===== src/rtl/sio_chan_pkg.sv =====
package sio_chan_pkg;
  localparam int WIN_W = 3;

  localparam logic [WIN_W-1:0] OFS_MODE = 3'd0;
  localparam logic [WIN_W-1:0] OFS_STAT = 3'd1;
  localparam logic [WIN_W-1:0] OFS_CMD  = 3'd2;
  localparam logic [WIN_W-1:0] OFS_HOLD = 3'd3;

  typedef enum logic [1:0] {
    PTR_MR0 = 2'd0,
    PTR_MR1 = 2'd1,
    PTR_MR2 = 2'd2
  } mode_ptr_e;

  localparam logic [3:0] CODE_PTR_MR1 = 4'h1;
  localparam logic [3:0] CODE_RX_RST  = 4'h2;
  localparam logic [3:0] CODE_TX_RST  = 4'h3;
  localparam logic [3:0] CODE_ERR_CLR = 4'h4;
  localparam logic [3:0] CODE_BRK_CLR = 4'h5;
  localparam logic [3:0] CODE_BRK_ON  = 4'h6;
  localparam logic [3:0] CODE_BRK_OFF = 4'h7;
  localparam logic [3:0] CODE_PTR_MR0 = 4'hB;

  typedef struct packed {
    logic mode_wr;
    logic mode_rd;
    logic stat_rd;
    logic csel_wr;
    logic cmd_wr;
    logic hold_wr;
    logic hold_rd;
  } acc_t;
endpackage


===== src/rtl/sio_chan_dec.sv =====
module sio_chan_dec
  import sio_chan_pkg::*;
#(
  parameter int ADDR_W   = 4,
  parameter int CHAN_IDX = 0
) (
  input  logic              bus_cs,
  input  logic              bus_we,
  input  logic              bus_re,
  input  logic [ADDR_W-1:0] bus_addr,
  output acc_t              acc
);
  localparam int TAG_W = ADDR_W - WIN_W;
  localparam logic [TAG_W-1:0] TAG = TAG_W'(CHAN_IDX);

  logic             hit;
  logic             wr;
  logic             rd;
  logic [WIN_W-1:0] ofs;

  always_comb begin
    hit = bus_cs && (bus_addr[ADDR_W-1:WIN_W] == TAG);
    wr  = hit && bus_we;
    rd  = hit && bus_re && !bus_we;
    ofs = bus_addr[WIN_W-1:0];
    acc         = '0;
    acc.mode_wr = wr && (ofs == OFS_MODE);
    acc.mode_rd = rd && (ofs == OFS_MODE);
    acc.stat_rd = rd && (ofs == OFS_STAT);
    acc.csel_wr = wr && (ofs == OFS_STAT);
    acc.cmd_wr  = wr && (ofs == OFS_CMD);
    acc.hold_wr = wr && (ofs == OFS_HOLD);
    acc.hold_rd = rd && (ofs == OFS_HOLD);
  end
endmodule


===== src/rtl/sio_chan_mode.sv =====
module sio_chan_mode
  import sio_chan_pkg::*;
(
  input  logic       clk,
  input  logic       rst_n,
  input  logic       mode_wr,
  input  logic       mode_rd,
  input  logic [7:0] wdata,
  input  logic       aim_mr0,
  input  logic       aim_mr1,
  output logic [7:0] rd_val,
  output logic [1:0] fmt_data_bits,
  output logic [2:0] fmt_parity,
  output logic [3:0] fmt_stop_len,
  output logic       fifo_deep,
  output logic       tx_lvl_half,
  output logic [2:0] baud_table
);
  mode_ptr_e  ptr_q, ptr_d;
  logic [7:0] mr0_q, mr0_d;
  logic [7:0] mr1_q, mr1_d;
  logic [7:0] mr2_q, mr2_d;
  logic       upd_en;

  always_comb begin
    ptr_d  = ptr_q;
    mr0_d  = mr0_q;
    mr1_d  = mr1_q;
    mr2_d  = mr2_q;
    upd_en = aim_mr0 || aim_mr1 || mode_wr || mode_rd;
    if (aim_mr0) begin
      ptr_d = PTR_MR0;
    end else if (aim_mr1) begin
      ptr_d = PTR_MR1;
    end else if (mode_wr || mode_rd) begin
      if (mode_wr) begin
        case (ptr_q)
          PTR_MR0: mr0_d = wdata;
          PTR_MR1: mr1_d = wdata;
          default: mr2_d = wdata;
        endcase
      end
      ptr_d = (ptr_q == PTR_MR0) ? PTR_MR1 : PTR_MR2;
    end
  end

  always_ff @(posedge clk or negedge rst_n) begin
    if (!rst_n) begin
      ptr_q <= PTR_MR1;
      mr0_q <= '0;
      mr1_q <= '0;
      mr2_q <= '0;
    end else if (upd_en) begin
      ptr_q <= ptr_d;
      mr0_q <= mr0_d;
      mr1_q <= mr1_d;
      mr2_q <= mr2_d;
    end
  end

  always_comb begin
    case (ptr_q)
      PTR_MR0: rd_val = mr0_q;
      PTR_MR1: rd_val = mr1_q;
      default: rd_val = mr2_q;
    endcase
  end

  assign baud_table    = mr0_q[2:0];
  assign fifo_deep     = mr0_q[3];
  assign tx_lvl_half   = mr0_q[4];
  assign fmt_data_bits = mr1_q[1:0];
  assign fmt_parity    = mr1_q[4:2];
  assign fmt_stop_len  = mr2_q[3:0];

  assert_ptr_stays_mr2_R3: assert property (@(posedge clk) disable iff (!rst_n)
    ((mode_wr || mode_rd) && !aim_mr0 && !aim_mr1 && ptr_q == PTR_MR2) |=> (ptr_q == PTR_MR2));

  assert_mr1_then_mr2_R3: assert property (@(posedge clk) disable iff (!rst_n)
    (mode_wr && !aim_mr0 && !aim_mr1 && ptr_q == PTR_MR1) |=> (ptr_q == PTR_MR2 && mr1_q == $past(wdata)));
endmodule


===== src/rtl/sio_chan_cmd.sv =====
module sio_chan_cmd
  import sio_chan_pkg::*;
(
  input  logic       clk,
  input  logic       rst_n,
  input  logic       cmd_wr,
  input  logic [7:0] wdata,
  output logic       rx_enable,
  output logic       tx_enable,
  output logic       rx_flush,
  output logic       tx_flush,
  output logic       brk_active,
  output logic       err_clr,
  output logic       brk_clr,
  output logic       aim_mr0,
  output logic       aim_mr1
);
  logic [3:0] code;
  logic rx_en_q, rx_en_d, tx_en_q, tx_en_d, brk_q, brk_d;
  logic rx_fl_q, rx_fl_d, tx_fl_q, tx_fl_d;

  always_comb begin
    code    = wdata[7:4];
    rx_en_d = rx_en_q;
    tx_en_d = tx_en_q;
    brk_d   = brk_q;
    if (wdata[0]) rx_en_d = 1'b1;
    if (wdata[1]) rx_en_d = 1'b0;
    if (wdata[2]) tx_en_d = 1'b1;
    if (wdata[3]) tx_en_d = 1'b0;
    if (code == CODE_BRK_ON)  brk_d = 1'b1;
    if (code == CODE_BRK_OFF) brk_d = 1'b0;
    rx_fl_d = cmd_wr && (code == CODE_RX_RST);
    tx_fl_d = cmd_wr && (code == CODE_TX_RST);
    err_clr = cmd_wr && (code == CODE_ERR_CLR);
    brk_clr = cmd_wr && (code == CODE_BRK_CLR);
    aim_mr0 = cmd_wr && (code == CODE_PTR_MR0);
    aim_mr1 = cmd_wr && (code == CODE_PTR_MR1);
  end

  always_ff @(posedge clk or negedge rst_n) begin
    if (!rst_n) begin
      rx_en_q <= 1'b0;
      tx_en_q <= 1'b0;
      brk_q   <= 1'b0;
    end else if (cmd_wr) begin
      rx_en_q <= rx_en_d;
      tx_en_q <= tx_en_d;
      brk_q   <= brk_d;
    end
  end

  always_ff @(posedge clk or negedge rst_n) begin
    if (!rst_n) begin
      rx_fl_q <= 1'b0;
      tx_fl_q <= 1'b0;
    end else begin
      rx_fl_q <= rx_fl_d;
      tx_fl_q <= tx_fl_d;
    end
  end

  assign rx_enable  = rx_en_q;
  assign tx_enable  = tx_en_q;
  assign brk_active = brk_q;
  assign rx_flush   = rx_fl_q;
  assign tx_flush   = tx_fl_q;

  assert_rx_off_wins_R7: assert property (@(posedge clk) disable iff (!rst_n)
    (cmd_wr && wdata[1]) |=> !rx_enable);

  assert_tx_off_wins_R7: assert property (@(posedge clk) disable iff (!rst_n)
    (cmd_wr && wdata[3]) |=> !tx_enable);

  assert_brk_only_by_cmd_R9: assert property (@(posedge clk) disable iff (!rst_n)
    !cmd_wr |=> $stable(brk_active));
endmodule


===== src/rtl/sio_chan_stat.sv =====
module sio_chan_stat (
  input  logic       clk,
  input  logic       rst_n,
  input  logic       ovr_evt,
  input  logic       par_evt,
  input  logic       frm_evt,
  input  logic       brk_evt,
  input  logic       err_clr,
  input  logic       brk_clr,
  output logic [3:0] flags
);
  logic ovr_q, ovr_d, par_q, par_d, frm_q, frm_d, brk_q, brk_d;

  always_comb begin
    ovr_d = ovr_evt || (ovr_q && !err_clr);
    par_d = par_evt || (par_q && !err_clr);
    frm_d = frm_evt || (frm_q && !err_clr);
    brk_d = brk_evt || (brk_q && !brk_clr);
  end

  always_ff @(posedge clk or negedge rst_n) begin
    if (!rst_n) begin
      ovr_q <= 1'b0;
      par_q <= 1'b0;
      frm_q <= 1'b0;
      brk_q <= 1'b0;
    end else begin
      ovr_q <= ovr_d;
      par_q <= par_d;
      frm_q <= frm_d;
      brk_q <= brk_d;
    end
  end

  assign flags = {brk_q, frm_q, par_q, ovr_q};

  assert_err_clear_R11: assert property (@(posedge clk) disable iff (!rst_n)
    (err_clr && !ovr_evt && !par_evt && !frm_evt) |=> (flags[2:0] == 3'b000));

  assert_err_clr_keeps_brk_R11: assert property (@(posedge clk) disable iff (!rst_n)
    (err_clr && !brk_clr && !brk_evt) |=> $stable(flags[3]));
endmodule


===== src/rtl/sio_chan_regs.sv =====
module sio_chan_regs
  import sio_chan_pkg::*;
#(
  parameter int ADDR_W   = 4,
  parameter int CHAN_IDX = 0
) (
  input  logic              clk,
  input  logic              rst_n,
  input  logic              bus_cs,
  input  logic              bus_we,
  input  logic              bus_re,
  input  logic [ADDR_W-1:0] bus_addr,
  input  logic [7:0]        bus_wdata,
  output logic [7:0]        bus_rdata,
  output logic              rx_enable,
  output logic              tx_enable,
  output logic              rx_flush,
  output logic              tx_flush,
  output logic              brk_active,
  output logic [1:0]        fmt_data_bits,
  output logic [2:0]        fmt_parity,
  output logic [3:0]        fmt_stop_len,
  output logic              fifo_deep,
  output logic              tx_lvl_half,
  output logic [2:0]        baud_table,
  output logic [7:0]        clk_select,
  output logic              tx_push,
  output logic [7:0]        tx_byte,
  output logic              rx_pop,
  input  logic [7:0]        rx_byte,
  input  logic              rx_ready_in,
  input  logic              rx_full_in,
  input  logic              tx_ready_in,
  input  logic              tx_empty_in,
  input  logic              ovr_evt,
  input  logic              par_evt,
  input  logic              frm_evt,
  input  logic              brk_evt
);
  localparam int TAG_W = ADDR_W - WIN_W;

  acc_t       acc;
  logic [7:0] mode_val;
  logic       err_clr, brk_clr, aim_mr0, aim_mr1;
  logic [3:0] flags;
  logic [7:0] csel_q, txb_q;
  logic       push_q, pop_q;

  sio_chan_dec #(.ADDR_W(ADDR_W), .CHAN_IDX(CHAN_IDX)) u_dec (
    .bus_cs(bus_cs), .bus_we(bus_we), .bus_re(bus_re),
    .bus_addr(bus_addr), .acc(acc)
  );

  sio_chan_mode u_mode (
    .clk(clk), .rst_n(rst_n), .mode_wr(acc.mode_wr), .mode_rd(acc.mode_rd),
    .wdata(bus_wdata), .aim_mr0(aim_mr0), .aim_mr1(aim_mr1), .rd_val(mode_val),
    .fmt_data_bits(fmt_data_bits), .fmt_parity(fmt_parity),
    .fmt_stop_len(fmt_stop_len), .fifo_deep(fifo_deep),
    .tx_lvl_half(tx_lvl_half), .baud_table(baud_table)
  );

  sio_chan_cmd u_cmd (
    .clk(clk), .rst_n(rst_n), .cmd_wr(acc.cmd_wr), .wdata(bus_wdata),
    .rx_enable(rx_enable), .tx_enable(tx_enable), .rx_flush(rx_flush),
    .tx_flush(tx_flush), .brk_active(brk_active), .err_clr(err_clr),
    .brk_clr(brk_clr), .aim_mr0(aim_mr0), .aim_mr1(aim_mr1)
  );

  sio_chan_stat u_stat (
    .clk(clk), .rst_n(rst_n), .ovr_evt(ovr_evt), .par_evt(par_evt),
    .frm_evt(frm_evt), .brk_evt(brk_evt), .err_clr(err_clr),
    .brk_clr(brk_clr), .flags(flags)
  );

  always_ff @(posedge clk or negedge rst_n) begin
    if (!rst_n) begin
      csel_q <= '0;
    end else if (acc.csel_wr) begin
      csel_q <= bus_wdata;
    end
  end

  always_ff @(posedge clk or negedge rst_n) begin
    if (!rst_n) begin
      txb_q <= '0;
    end else if (acc.hold_wr) begin
      txb_q <= bus_wdata;
    end
  end

  always_ff @(posedge clk or negedge rst_n) begin
    if (!rst_n) begin
      push_q <= 1'b0;
      pop_q  <= 1'b0;
    end else begin
      push_q <= acc.hold_wr;
      pop_q  <= acc.hold_rd;
    end
  end

  always_comb begin
    if (acc.mode_rd)      bus_rdata = mode_val;
    else if (acc.stat_rd) bus_rdata = {flags, tx_empty_in, tx_ready_in, rx_full_in, rx_ready_in};
    else if (acc.hold_rd) bus_rdata = rx_byte;
    else                  bus_rdata = '0;
  end

  assign clk_select = csel_q;
  assign tx_byte    = txb_q;
  assign tx_push    = push_q;
  assign rx_pop     = pop_q;

  assert_offwin_ignored_R1: assert property (@(posedge clk) disable iff (!rst_n)
    (bus_cs && bus_addr[ADDR_W-1:WIN_W] != TAG_W'(CHAN_IDX)) |=> (!tx_push && !rx_pop && $stable(clk_select)));

  assert_hold_push_R12: assert property (@(posedge clk) disable iff (!rst_n)
    (bus_cs && bus_we && bus_addr == {TAG_W'(CHAN_IDX), OFS_HOLD}) |=> (tx_push && tx_byte == $past(bus_wdata)));
endmodule


===== config.mk =====
export PLATFORM = sky130hd
export DESIGN_NAME = sio_chan_regs
export DESIGN_NICKNAME = d
export VERILOG_FILES = /design/src/rtl/sio_chan_pkg.sv /design/src/rtl/sio_chan_dec.sv /design/src/rtl/sio_chan_mode.sv /design/src/rtl/sio_chan_cmd.sv /design/src/rtl/sio_chan_stat.sv /design/src/rtl/sio_chan_regs.sv
export SDC_FILE = /design/constraint.sdc
export NUM_CORES = 1
export LEC_CHECK = 0
export CELL_PAD_IN_SITES_DETAIL_PLACEMENT = 1
export CELL_PAD_IN_SITES_GLOBAL_PLACEMENT = 1
export CORE_MARGIN = 8
export CORE_UTILIZATION = 38
export CTS_BUF_LIST = sky130_fd_sc_hd__clkbuf_8
export DETAILED_ROUTE_END_ITERATION = 8
export GPL_TIMING_DRIVEN = 0
export PLACE_DENSITY_LB_ADDON = 0.1
export SLEW_MARGIN = 10
export SYNTH_ARGS = -nofsm -noshare
export SYNTH_HDL_FRONTEND = slang
export SYNTH_SLANG_ARGS = --single-unit

===== constraint.sdc =====
create_clock -name clk -period 2.1 [get_ports clk]
set_input_delay 0.42 -clock clk [delete_from_list [all_inputs] [get_ports clk]]
set_output_delay 0.42 -clock clk [all_outputs]
set_load 0.01 [all_outputs]

# Word level (Yosys, flattened, before mapping)
# Index checks and enable logic that the tools add are counted.
# W data, S select, Z words.
[totals]
out_inout_bits = 45
reg_bits = 53
wordCells = 93
inputBits = 33
[classes]
n_eq_ne = 12
n_reduce_logical = 46
muxes = 14
n_bitwise = 4
[ops]
columns = ["operator", "count"]
rows = [
  ["$mux W8", 3],
  ["$logic_and A1 B1 Y1", 21],
  ["$reduce_and A6 Y1", 3],
  ["$eq A4 B3 Y1 const B", 4],
  ["$pmux W8 S2", 1],
  ["$eq A4 B2 Y1 const B", 2],
  ["$logic_or A1 B1 Y1", 8],
  ["$mux W2", 4],
  ["$reduce_and A2 Y1", 4],
  ["$eq A3 B2 Y1 const B", 2],
  ["$mux W1", 6],
  ["$reduce_bool A2 Y1", 3],
  ["$eq A4 B1 Y1 const B", 1],
  ["$eq A4 B4 Y1 const B", 1],
  ["$not A1 Y1", 4],
  ["$eq A3 B1 Y1 const B", 1],
  ["$logic_not A1 Y1", 3],
  ["$logic_not A3 Y1", 1],
  ["$reduce_bool A3 Y1", 1],
  ["$eq A2 B1 Y1 const B", 1],
  ["$logic_not A2 Y1", 1],
  ["$reduce_or A2 Y1", 1],
]

# Longest topological paths before layout
# Gate-level depths: netlist of the first run.
[depth]
ltp_word = 9
depth_mapped = 5
ltp_nobuf = 4

# Modules after synthesis
# Synthesis of the first run repeated with hierarchy kept, for this count alone.
[unflattened]
cells_unflattened = 222
area_unflattened_um2 = 2625.0
[by_module_without_submodules]
columns = ["mod", "seq_area_each_um2", "instances", "area_each_um2", "cells_each"]
rows = [
  ["sio_chan_mode", 651.9, 1, 1270.0, 101],
  ["sio_chan_regs", 450.4, 1, 872.1, 71],
  ["sio_chan_cmd", 125.1, 1, 236.5, 24],
  ["sio_chan_stat", 100.1, 1, 167.7, 14],
  ["sio_chan_dec", 0.0, 1, 78.8, 12],
]

# Least setup slack after synthesis of the first run
# Ideal clock, no wire load.
[synth_timing]
path_type = "reg2out"
from = "reg u_mode.ptr_q[0]"
to = "out bus_rdata[0]"
setup_slack_ns = 0.374
path_stages_with_launch = 6
required_ns = 1.680
arrival_time_ns = 1.306
path_buffers = 1
path_cell_list = "dfstp_2 buf_2 mux2i_1 o21ai_0 a22oi_1 nor2_1"
[synth_between]
elab_chain_len = 3
elab_cells_between_ends = 4
cone_classes = "1 x eq/ne; 2 x mux; 1 x reduce/logical"
[synth_lines]
columns = ["item", "line", "text"]
rows = [
  ["start: declaration", "sio_chan_mode.sv:19", "mode_ptr_e ptr_q, ptr_d;"],
  ["start signal: assignment", "sio_chan_mode.sv:54", "ptr_q <= ptr_d;"],
  ["$eq A2 B1 Y1 or $logic_not A2 Y1 (tied branches)", "sio_chan_mode.sv:62", "case (ptr_q)"],
  ["$pmux W8 S2 *", "sio_chan_mode.sv:62", ""],
  ["$mux W8 *", "sio_chan_regs.sv:102", "if (acc.mode_rd) bus_rdata = mode_val;"],
  ["end: declaration", "sio_chan_regs.sv:14", "output logic [7:0] bus_rdata,"],
]
# Mark *: on every way between the ends. The rest lies on a longest branch, timed or not.

# Worst setup path after layout of the first run
[layout_timing]
from = "reg u_mode.ptr_q[0]"
to = "out bus_rdata[7]"
# Same word-level chain as after synthesis.

==> results of run 1 <==
==> sequential cells by signal (all words and copies together), names as in the netlist, 2 cells and up <==
signal and cells:
u_mode.ptr_q 2, u_mode.mr1_q 8, clk_select 8, u_mode.mr2_q 8, tx_byte 8, u_mode.mr0_q 8
==> logic make-up after synthesis <==
| logic type | count (synthesis) | synth area share, % |
|---|---|---|
| AO/OA/AOI/OAI | 28 | 7.19 |
| XOR/XNOR | 1 | 0.343 |
| AND/OR/NAND/NOR | 41 | 9.64 |
| multiplexers | 58 | 25.1 |
| buffers and inverters | 27 | 5.82 |
| flip-flops | 53 | 51.9 |
==> Yosys cell counts, types with 2 or more instances <==
| library cell | number |
|---|---|
| a21o_1 | 4 |
| a21oi_1 | 4 |
| a22oi_1 | 8 |
| buf_2 | 2 |
| buf_4 | 12 |
| clkbuf_1 | 10 |
| dfrtp_1 | 52 |
| inv_1 | 3 |
| mux2_2 | 49 |
| mux2i_1 | 9 |
| nand2_1 | 10 |
| nand2_2 | 2 |
| nand3_1 | 2 |
| nand4_1 | 3 |
| nor2_1 | 11 |
| nor2b_1 | 2 |
| nor3_1 | 2 |
| o21ai_0 | 8 |
==> cell usage in the layout (no fill, tap or decap), types with 2 or more instances in the layout <==
master,n
clkbuf_8,6
nor2_1,11
nand3_1,2
a21oi_1,4
buf_2,8
buf_12,3
nand2_2,2
nand2_1,10
nor3_1,2
o21ai_1,5
mux2i_2,2
clkdlybuf4s50_1,62
a22oi_1,7
mux2i_1,7
mux2_2,49
nor2b_1,2
nand4_1,3
a21o_1,4
o21ai_2,2
clkbuf_1,9
buf_4,21
dfrtp_1,52
inv_1,3
==> what timing repair did <==
item,in CTS,in global routing
resized for setup,49,5
buffers inserted,9,1
cloned,1,0
setup endpoints to repair,24,16
pin swaps,13,9
==> stage by stage <==
| step | utilization (%) | hold WS [ns] | instance area (um^2) | std cells | power (mW) |
|---|---|---|---|---|---|
| floorplan | - | 0.124 | 2560 | 208 | 1.74 |
| global placement | 50.8 | 0.463 | 3380 | 360 | 2.15 |
| detailed placement | 50.8 | 0.471 | 3380 | 360 | 2.17 |
| CTS | 53.9 | 0.176 | 3580 | 378 | 3.01 |
| global route | 53.8 | 0.196 | 3570 | 378 | 3.10 |
| finish | 53.8 | 0.153 | 3570 | 378 | 2.93 |
==> final cells by class <==
| class | count | share of cell area [%] |
|---|---|---|
| Sequential cell | 53 | 37.1 |
| Multi-Input combinational cell | 128 | 30.8 |
| Timing Repair Buffer | 82 | 21.7 |
| Buffer | 24 | 4.48 |
| Tap cell | 80 | 2.80 |
| Clock buffer | 6 | 2.31 |
| Clock inverter | 2 | 0.385 |
| Inverter | 3 | 0.315 |
==> path summary, 6_finish.rpt <==
kind / startpoint / end / slack [ns]
min in group clk: u_stat.frm_q$_DFF_PN0_ / u_stat.frm_q$_DFF_PN0_ / 0.49
worst max-delay path: u_mode.ptr_q[0]$_DFFE_PN1P_ / bus_rdata[7] / -0.15
worst max register to register: u_mode.ptr_q[1]$_DFFE_PN0P_ / u_mode.mr0_q[3]$_DFFE_PN0P_ / 0.45
max in group asynchronous: rst_n / u_mode.mr1_q[5]$_DFFE_PN0P_ / 1.49
worst min register to register: u_stat.frm_q$_DFF_PN0_ / u_stat.frm_q$_DFF_PN0_ / 0.49
worst min-delay path: rst_n / u_mode.mr0_q[1]$_DFFE_PN0P_ / 0.15
==> power groups by stage <==
stage	Clock [mW]	Combinational [mW]	Sequential, mW
floorplan	0	0.426	1.31
global placement	0	0.864	1.28
detailed placement	0	0.874	1.29
CTS	0.633	1.10	1.28
global route	0.671	1.12	1.30
finish	0.610	1.04	1.28
==> metal layers <==
layer	track usage (%)	share of wire, %	vias to the layer above	routed length (um)
met4	2.52	0.61	0	43
li1	-	-	911	-
met2	25.0	49	47	3400
met3	4.27	5.9	5	412
met5	0	0	-	0
met1	18.9	45	991	3140
==> impl_results.md, run 1 <==
- Period utilisation layout: 107%
- Leakage: 1.62 nW
- Setup TNS: -0.650 ns
- Worst Max-Slew Pin Slew: 0.696 ns
- Cell depth of the worst setup path: 6
- Worst-path cell chain: buf_12, mux2i_1, o21ai_1, a22oi_1, nor2_1, buf_2
- Largest net degree at the start of global routing: 54
- N_diodes: 0
- Initial DRC count: 52
- Sw Share: 29.4%
- Sequential cell area: 0.00133 mm^2
- Bufs on Longest Clock Path: 2
- Critical path capture point type: output port
- DRT Wirelength: 6990 um
- Fin nets: 330
- Peak per-stage delay on the critical path: 0.61 ns
- RD Place Congestion: 0.715
- Final HPWL DP: 4980 um
- First-pass DRT Iterations: 7
- Mapped Cells: 208
- Failing checks: setup timing
- Cell Area, Synth: 0.00256 mm^2
- Tmin final: 2.25 ns
- Number of global-route vias before repair: 2,130
- Post-route ant nets: 0
- Finish-stage setup viols: 8
- CTS H-Tree Depth: 2
- Distinct cell type count after synthesis: 33
- First-pass GRT wire length: 11,500 um
- Grt ovf: 0
- Inserted Clock Buffers: 5
- Worst Path Buf+Inv: 2
- Chip width: 98.0 um
- Fin Clk Skew: 0.00296 ns
- Slowest library cell on the worst path: dfstp_2
- Synth Net Count: 241
- Filler instances: 705
- FF+latch count, synth: 53
- Post-synthesis cell type with the largest combined area: dfrtp_1
- Input/output buffers: 72
- Die ar.: 0.00961 mm^2
- Ys flop type: dfrtp_1
- I/O pin cnt: 78
- Crit path DAT: 1.83 ns
- Slew Viols, Final: 0
- CTS tree: built
- DR vias: 1,954
- PwrDens: 821 mW/mm^2
- EDFF count, synth: 0
- VDD IR max: 0.000413 V
- Post-placement setup slack: -0.716 ns
- Combinational power share: 35.5%
- Hold buffers post-CTS: 0
- Starting density of the core: 38.5%
- Cell internal pwr: 2.07 mW
- Vias per std cell: 5.17
- Reg power frac: 43.7%
- GRT Util Overall: 15.0%
- Largest delay contributor family on the critical path: flip-flops
- Status: finished, violations left
- Slew HR: 53.6%
- Worst Path Required: 1.68 ns
- Worst setup SP type: register
- Cell row count: 30
- Root buffer cell: clkbuf_8
- Mean Syn Cell Area: 12.3 um^2
- Core Box Area: 0.00664 mm^2
- Area contributors post-synth: dfrtp_1, mux2_2, mux2i_1
- Worst reg2reg path depth: 4
- Wire per inst: 18.5 um
- Clock transition at path regs: 0.10 ns
- FFs w/ async S/R, synth: 100%
- NetSw: 0.863 mW
- Fraction of layout cells with a size suffix above 1: 34.9%
- Clock share of power: 20.8%
- Multi-input gate area: 0.00110 mm^2
- Initial antenna violation count: 0
- Seq/Total Area, Yosys: 51.9%
- Hold WC Path Type: input port to asynchronous set/reset pin
- Clk Latency, worst-skew pair: 0.30 ns
- DRC Markers: 0
- RSZ-0062 raised after global routing: yes
- Max_cap viols: 0
- Final setup margin: -0.147 ns
- Crit Path Category: register to output port
- Die height: 98.0 um
- Fmax: 445 MHz
- Worst Path Max Fanout: 5
- Clock tree sinks: 53
- Warnings from Yosys: 0
- Share of the synthesized area in the top cell type: 50.9%
- Area Growth Syn to Fin: 39.7%
- Final Hold Fails: 0
Note: power is estimated with default switching activity, not from simulation.
==> inputs of run 2 (changes only) <==
Settings changed: SETUP_SLACK_MARGIN set to 0.4.
==> impl_results.md, run 2 (synthesis results as in run 1) <==
- RD Place Congestion: 0.732 (+2.4%)
- Most common cell after layout, fill and taps aside: dfrtp_1
- Worst-path cell chain: buf_6, buf_16, mux2i_1, o21ai_1, a22oi_1, nor2_1, buf_2
- Post-route cell area: 0.00361 mm^2 (+0.91%)
- DRT Wirelength: 7010 um (+0.27%)
- Slew HR: 64.9% (+11 points)
- Slew Viols, Final: 0 (unchanged)
- Chip width: 98.0 um (unchanged)
- PwrDens: 796 mW/mm^2 (-3.1%)
- Fraction of layout cells with a size suffix above 1: 34.2% (-0.68 points)
- Root buffer cell: clkbuf_8
- Highest-count cells in the layout ignoring fill and taps: dfrtp_1, mux2_2, clkdlybuf4s50_1
- Worst reg2reg path depth: 4 (unchanged)
- Grt ovf: 0 (unchanged)
- Initial antenna violation count: 0 (unchanged)
- Worst Path Required: 1.68 ns (about the same)
- Vias per std cell: 5.05 (-2.3%)
- First-pass DRT Iterations: 4 (-3)
- I/O pin cnt: 78 (unchanged)
- Post-DP Area: 0.00340 mm^2 (+0.59%)
- GRT Util Overall: 15.1% (+0.12 points)
- Worst Max-Slew Pin Slew: 0.527 ns (-0.170 ns)
- Number of global-route vias before repair: 2,139 (+0.42%)
- Tmin final: 2.22 ns (-0.0302 ns)
- Reg2reg end: u_mode.mr0_q[6]$_DFFE_PN0P_
- CTS tree: built
- Final Hold Fails: 0 (unchanged)
- Starting density of the core: 38.5% (unchanged)
- Wire per inst: 18.4 um (-0.52%)
- Area Growth Syn to Fin: 41.0%
- Status: finished, violations left
- Critical path capture point type: output port
- Cell row count: 30 (unchanged)
- Clock tree sinks: 53 (unchanged)
- Max_cap viols: 0 (unchanged)
- Multi-input gate area: 0.00110 mm^2 (-0.23%)
- CTS H-Tree Depth: 2 (unchanged)
- Die ar.: 0.00961 mm^2 (unchanged)
- Largest net degree at the start of global routing: 35 (-35%)
- RSZ-0062 raised after global routing: yes
- Worst setup SP type: register
- Worst Path Max Fanout: 4 (-1)
- Worst Path Buf+Inv: 3 (+1)
- Finish-stage setup viols: 8 (unchanged)
- DR vias: 1,924 (-1.5%)
- Fin nets: 333 (+0.91%)
- Period utilisation layout: 106% (-1.4 points)
- Worst reg2reg startpoint: u_mode.ptr_q[0]$_DFFE_PN1P_
- Placed cells: 361 (+0.28%)
- Failing checks: setup timing
- Reg-to-reg slack, setup: 0.68 ns (+0.23 ns)
- First-pass GRT wire length: 11,700 um (+1.2%)
- Final setup margin: -0.117 ns (+0.0302 ns)
- Fin Clk Skew: 0.0116 ns (+0.00869 ns)
- Filler instances: 702 (-0.43%)
- Crit Path Category: register to output port
- Sequential cell area: 0.00133 mm^2 (unchanged)
- Leakage: 1.74 nW (+7.8%)
- Crit path DAT: 1.80 ns (-0.03 ns)
- Core Box Area: 0.00664 mm^2 (unchanged)
- VDD IR max: 0.000431 V (+4.3%)
- Inserted Clock Buffers: 5 (unchanged)
- Die height: 98.0 um (unchanged)
- Input/output buffers: 72 (unchanged)
- Clock transition at path regs: 0.11 ns (about the same)
- Post-placement setup slack: -0.681 ns (+0.0344 ns)
- Peak per-stage delay on the critical path: 0.59 ns (-0.02 ns)
- Post-route ant nets: 0 (unchanged)
- Largest delay contributor family on the critical path: flip-flops
- DRC Markers: 0 (unchanged)
- Fmax: 451 MHz (+1.4%)
- Initial DRC count: 44 (-15%)
- Final non-filler cell total: 381 (+0.79%)
- Bufs on Longest Clock Path: 2 (unchanged)
- Hold WC Path Type: input port to asynchronous set/reset pin
- Final HPWL DP: 5110 um (+2.6%)
- N_diodes: 0 (unchanged)
- Clk Latency, worst-skew pair: 0.31 ns (about the same)
- Slowest library cell on the worst path: dfstp_2
==> run 2: cell count changes in the layout (fill, tap and decap cells not counted), sizes merged, moves of 2 or more <==
cell,previous run,this run
buf,33,36
clkdlybuf4s50,62,45
clkinv,2,0
dlygate4sd2,1,16
dlymetal6s2s,0,2
inv,3,5
==> run 2: per-layer routing <==
layer	part of all wire, %	wire, um	vias up	GRT usage, %
met1	46	3250	956	20.3
met3	4.7	330	2	3.63
met2	48	3400	46	24.2
met4	0.40	28	0	2.52
li1	-	-	920	-
met5	0	0	-	0
==> run 2: final cells by class <==
| type | instances | area share (%) |
|---|---|---|
| multi-input cells | 128 | 30.5 |
| inverters | 3 | 0.312 |
| repair buffers | 85 | 22.6 |
| clock buffers | 5 | 1.91 |
| clock inverters | 3 | 0.416 |
| flip-flops and latches | 53 | 36.8 |
| well taps | 80 | 2.78 |
| plain buffers | 24 | 4.72 |
==> run 2: worst max path at each step <==
| stage | slack [ns] | to | cells after the start | start |
|---|---|---|---|---|
| 2_1_floorplan | 0.44 | bus_rdata[0] | 5 | u_mode.ptr_q[0]$_DFFE_PN1P_ |
| 3_3_place_gp | -1.12 | clk_select[4]$_DFFE_PN0P_ | 1 | rst_n |
| 3_5_place_dp | -0.68 | bus_rdata[7] | 6 | bus_addr[1] |
| 4_1_cts | -0.12 | bus_rdata[1] | 7 | u_mode.ptr_q[0]$_DFFE_PN1P_ |
| 5_1_grt | -0.19 | bus_rdata[4] | 6 | u_mode.ptr_q[0]$_DFFE_PN1P_ |
| 6_report | -0.12 | bus_rdata[1] | 7 | u_mode.ptr_q[0]$_DFFE_PN1P_ |
==> run 2: report_power, final <==
| group | total [mW] | switching [mW] | internal (mW) |
|---|---|---|---|
| clock | 0.576 | 0.348 | 0.228 |
| combinational | 1.02 | 0.420 | 0.599 |
| sequential | 1.27 | 0.0962 | 1.18 |
| total | 2.87 | 0.864 | 2.00 |
==> run 2: what timing repair did <==
item,CTS,global route
hold buffers,0,0
gates resized for setup,70,6
pin swaps,16,3
endpoints found under the hold margin,0,0
endpoints found under the setup margin,70,35
setup buffers,11,0
cloned,1,0
==> run 2: per-stage QoR <==
step / total power, mW / hold WS, ns / utilization, % / TNS, ns
after floorplan: 1.74 / 0.124 / - / 0
after global placement: 2.15 / 0.463 / 50.9 / -72.08
after detailed placement: 2.17 / 0.430 / 51.1 / -13.57
after CTS: 2.88 / 0.0964 / 54.0 / -0.675
after global routing: 3.01 / 0.107 / 54.3 / -1.40
final: 2.87 / 0.0692 / 54.3 / -0.620
==> inputs of run 3 (changes only) <==
Settings changed: ABC_CLOCK_PERIOD_IN_PS set to 2100, MAX_ROUTING_LAYER set to met4.
==> impl_results.md, run 3 (synthesis results as in run 1) <==
- Die ar.: 0.00961 mm^2 (unchanged)
- Finish-stage setup viols: 8 (unchanged)
- Slowest library cell on the worst path: dfstp_2
- Largest net degree at the start of global routing: 35 (unchanged)
- Placed cells: 361 (unchanged)
- Fraction of layout cells with a size suffix above 1: 34.2% (unchanged)
- Clock tree sinks: 53 (unchanged)
- Total chip power: 2.87 mW (about the same)
- Worst-path cell chain: buf_6, buf_16, mux2i_1, o21ai_1, a22oi_1, nor2_1, buf_2
- I/O pin cnt: 78 (unchanged)
- Slew HR: 64.9% (about the same)
- Filler instances: 701 (-0.14%)
- RSZ-0062 raised after global routing: yes
- Sw Share: 30.1% (about the same)
- Final Hold Fails: 0 (unchanged)
- Inserted Clock Buffers: 5 (unchanged)
- Crit path DAT: 1.80 ns (about the same)
- NetSw: 0.864 mW (about the same)
- Clock transition at path regs: 0.11 ns (about the same)
- Worst-case hold slack: 0.0693 ns (+0.0000516 ns)
- Worst reg2reg startpoint: u_mode.ptr_q[0]$_DFFE_PN1P_
- Period utilisation layout: 106% (about the same)
- Input/output buffers: 72 (unchanged)
- Worst Path Required: 1.68 ns (about the same)
- GRT Util Overall: 15.5% (+0.40 points)
- Largest delay contributor family on the critical path: flip-flops
- Most common cell after layout, fill and taps aside: dfrtp_1
- Cell depth of the worst setup path: 7 (unchanged)
- Worst Max-Slew Pin Slew: 0.527 ns (-0.000189 ns)
- Combinational power share: 35.5% (about the same)
- Hold WC Path Type: input port to asynchronous set/reset pin
- Failing checks: setup timing
- Setup crit end: bus_rdata[1]
- Wire per inst: 18.4 um (about the same)
- PwrDens: 796 mW/mm^2 (about the same)
- Slew Viols, Final: 0 (unchanged)
- Core Box Area: 0.00664 mm^2 (unchanged)
- Critical path capture point type: output port
- Cell row count: 30 (unchanged)
- First-pass DRT Iterations: 4 (unchanged)
- Max_cap viols: 0 (unchanged)
- Post-route cell area: 0.00360 mm^2 (about the same)
- Final non-filler cell total: 381 (unchanged)
- Number of global-route vias before repair: 2,151 (+0.56%)
- Reg2reg end: u_mode.mr0_q[6]$_DFFE_PN0P_
- Status: finished, violations left
- Post-route ant nets: 0 (unchanged)
- Clk Latency, worst-skew pair: 0.31 ns (about the same)
- Leakage: 1.73 nW (-0.78%)
- Grt ovf: 0 (unchanged)
- Post-DP Area: 0.00340 mm^2 (unchanged)
- Bufs on Longest Clock Path: 2 (unchanged)
- DRC Markers: 0 (unchanged)
- Fmax: 451 MHz (about the same)
- Area Growth Syn to Fin: 40.9% (about the same)
- Crit Path Category: register to output port
- Reg power frac: 44.4% (about the same)
- DR vias: 1,929 (+0.26%)
- Worst Path Max Fanout: 4 (unchanged)
- DRT Wirelength: 7010 um (about the same)
- Worst Path Buf+Inv: 3 (unchanged)
- VDD IR max: 0.000430 V (-0.21%)
- Initial antenna violation count: 0 (unchanged)
- RD Place Congestion: 0.741 (+1.2%)
- First-pass GRT wire length: 11,700 um (-0.23%)
- Clock share of power: 20.0% (about the same)
- Starting density of the core: 38.5% (unchanged)
- Final HPWL DP: 5110 um (unchanged)
- Worst setup SP type: register
- CTS tree: built
- Sequential cell area: 0.00133 mm^2 (unchanged)
- Chip width: 98.0 um (unchanged)
- Fin nets: 333 (unchanged)
- Fin Clk Skew: 0.0118 ns (+0.000146 ns)
- Vias per std cell: 5.06 (+0.26%)
- CTS H-Tree Depth: 2 (unchanged)
- Root buffer cell: clkbuf_8
- Worst reg2reg path depth: 4 (unchanged)
- Highest-count cells in the layout ignoring fill and taps: dfrtp_1, mux2_2, clkdlybuf4s50_1
- N_diodes: 0 (unchanged)
- Die height: 98.0 um (unchanged)
- Reg-to-reg slack, setup: 0.67 ns (about the same)
- Hold buffers post-CTS: 0 (unchanged)
- Cell internal pwr: 2.01 mW (about the same)
- Tmin final: 2.22 ns (+0.00160 ns)
- Setup crit start: u_mode.ptr_q[0]$_DFFE_PN1P_
- Initial DRC count: 38 (-14%)
- Final setup margin: -0.119 ns (-0.00160 ns)
- Peak per-stage delay on the critical path: 0.59 ns (about the same)
- Multi-input gate area: 0.00110 mm^2 (unchanged)
==> run 3: cell types whose count changed in the layout (fill, tap and decap cells not counted) <==
cell,delta
clkdlybuf4s50_1,+1
dlymetal6s2s_1,-1
==> run 3: power groups by stage <==
stage / Clock (mW) / Sequential, mW / Combinational (mW)
finish: 0.575 / 1.27 / 1.02
global route: 0.610 / 1.30 / 1.10
CTS: 0.582 / 1.27 / 1.03
detailed placement: 0 / 1.29 / 0.882
global placement: 0 / 1.28 / 0.869
floorplan: 0 / 1.31 / 0.431
==> run 3: routing by layer <==
| layer | track usage (%) | up-vias | wire (um) |
|---|---|---|---|
| met4 | 2.52 | 0 | 27 |
| met3 | 3.34 | 2 | 294 |
| met5 | - | - | 0 |
| met2 | 24.3 | 45 | 3380 |
| li1 | - | 920 | - |
| met1 | 20.3 | 962 | 3310 |
==> run 3: timing repair <==
action / in CTS / in global routing
pin swaps: 16 / 3
gates cloned: 1 / 0
gates resized for setup: 70 / 5
setup endpoints to repair: 70 / 34
buffers inserted: 11 / 0
==> run 3: worst reg2reg max path: cells and delay by family, from the launching register on <==
kind | cells | cell delay [ns]
mux | 1 | 0.35
simple gates | 2 | 0.23
buf+inv | 1 | 0.14
flops | 1 | 0.59
==> run 3: final cells by class <==
class	instances	share of cell area, %
clock buffer	5	1.91
tap	80	2.78
timing repair buffer	85	22.5
buffer	24	4.72
inverter	3	0.312
sequential	53	36.8
clock inverter	3	0.417
multi-input combinational	128	30.5
==> run 3: how the worst min path moves through the flow <==
stage,start,end,slack (ns)
after detailed placement,rst_n,u_mode.mr1_q[1]$_DFFE_PN0P_,0.43
after global routing,rst_n,tx_byte[1]$_DFFE_PN0P_,0.11
after floorplan,rst_n,clk_select[0]$_DFFE_PN0P_,0.12
after global placement,u_stat.frm_q$_DFF_PN0_,u_stat.frm_q$_DFF_PN0_,0.46
final,rst_n,u_mode.mr1_q[1]$_DFFE_PN0P_,0.07
after CTS,rst_n,u_mode.mr1_q[1]$_DFFE_PN0P_,0.1
==> run 3: per-stage QoR <==
stage	setup slack, ns	TNS [ns]	utilization, %
CTS	-0.117	-0.675	54.0
floorplan	0.440	0	-
global placement	-1.12	-72.08	50.9
global route	-0.191	-1.40	54.2
detailed placement	-0.681	-13.57	51.1
finish	-0.119	-0.631	54.2
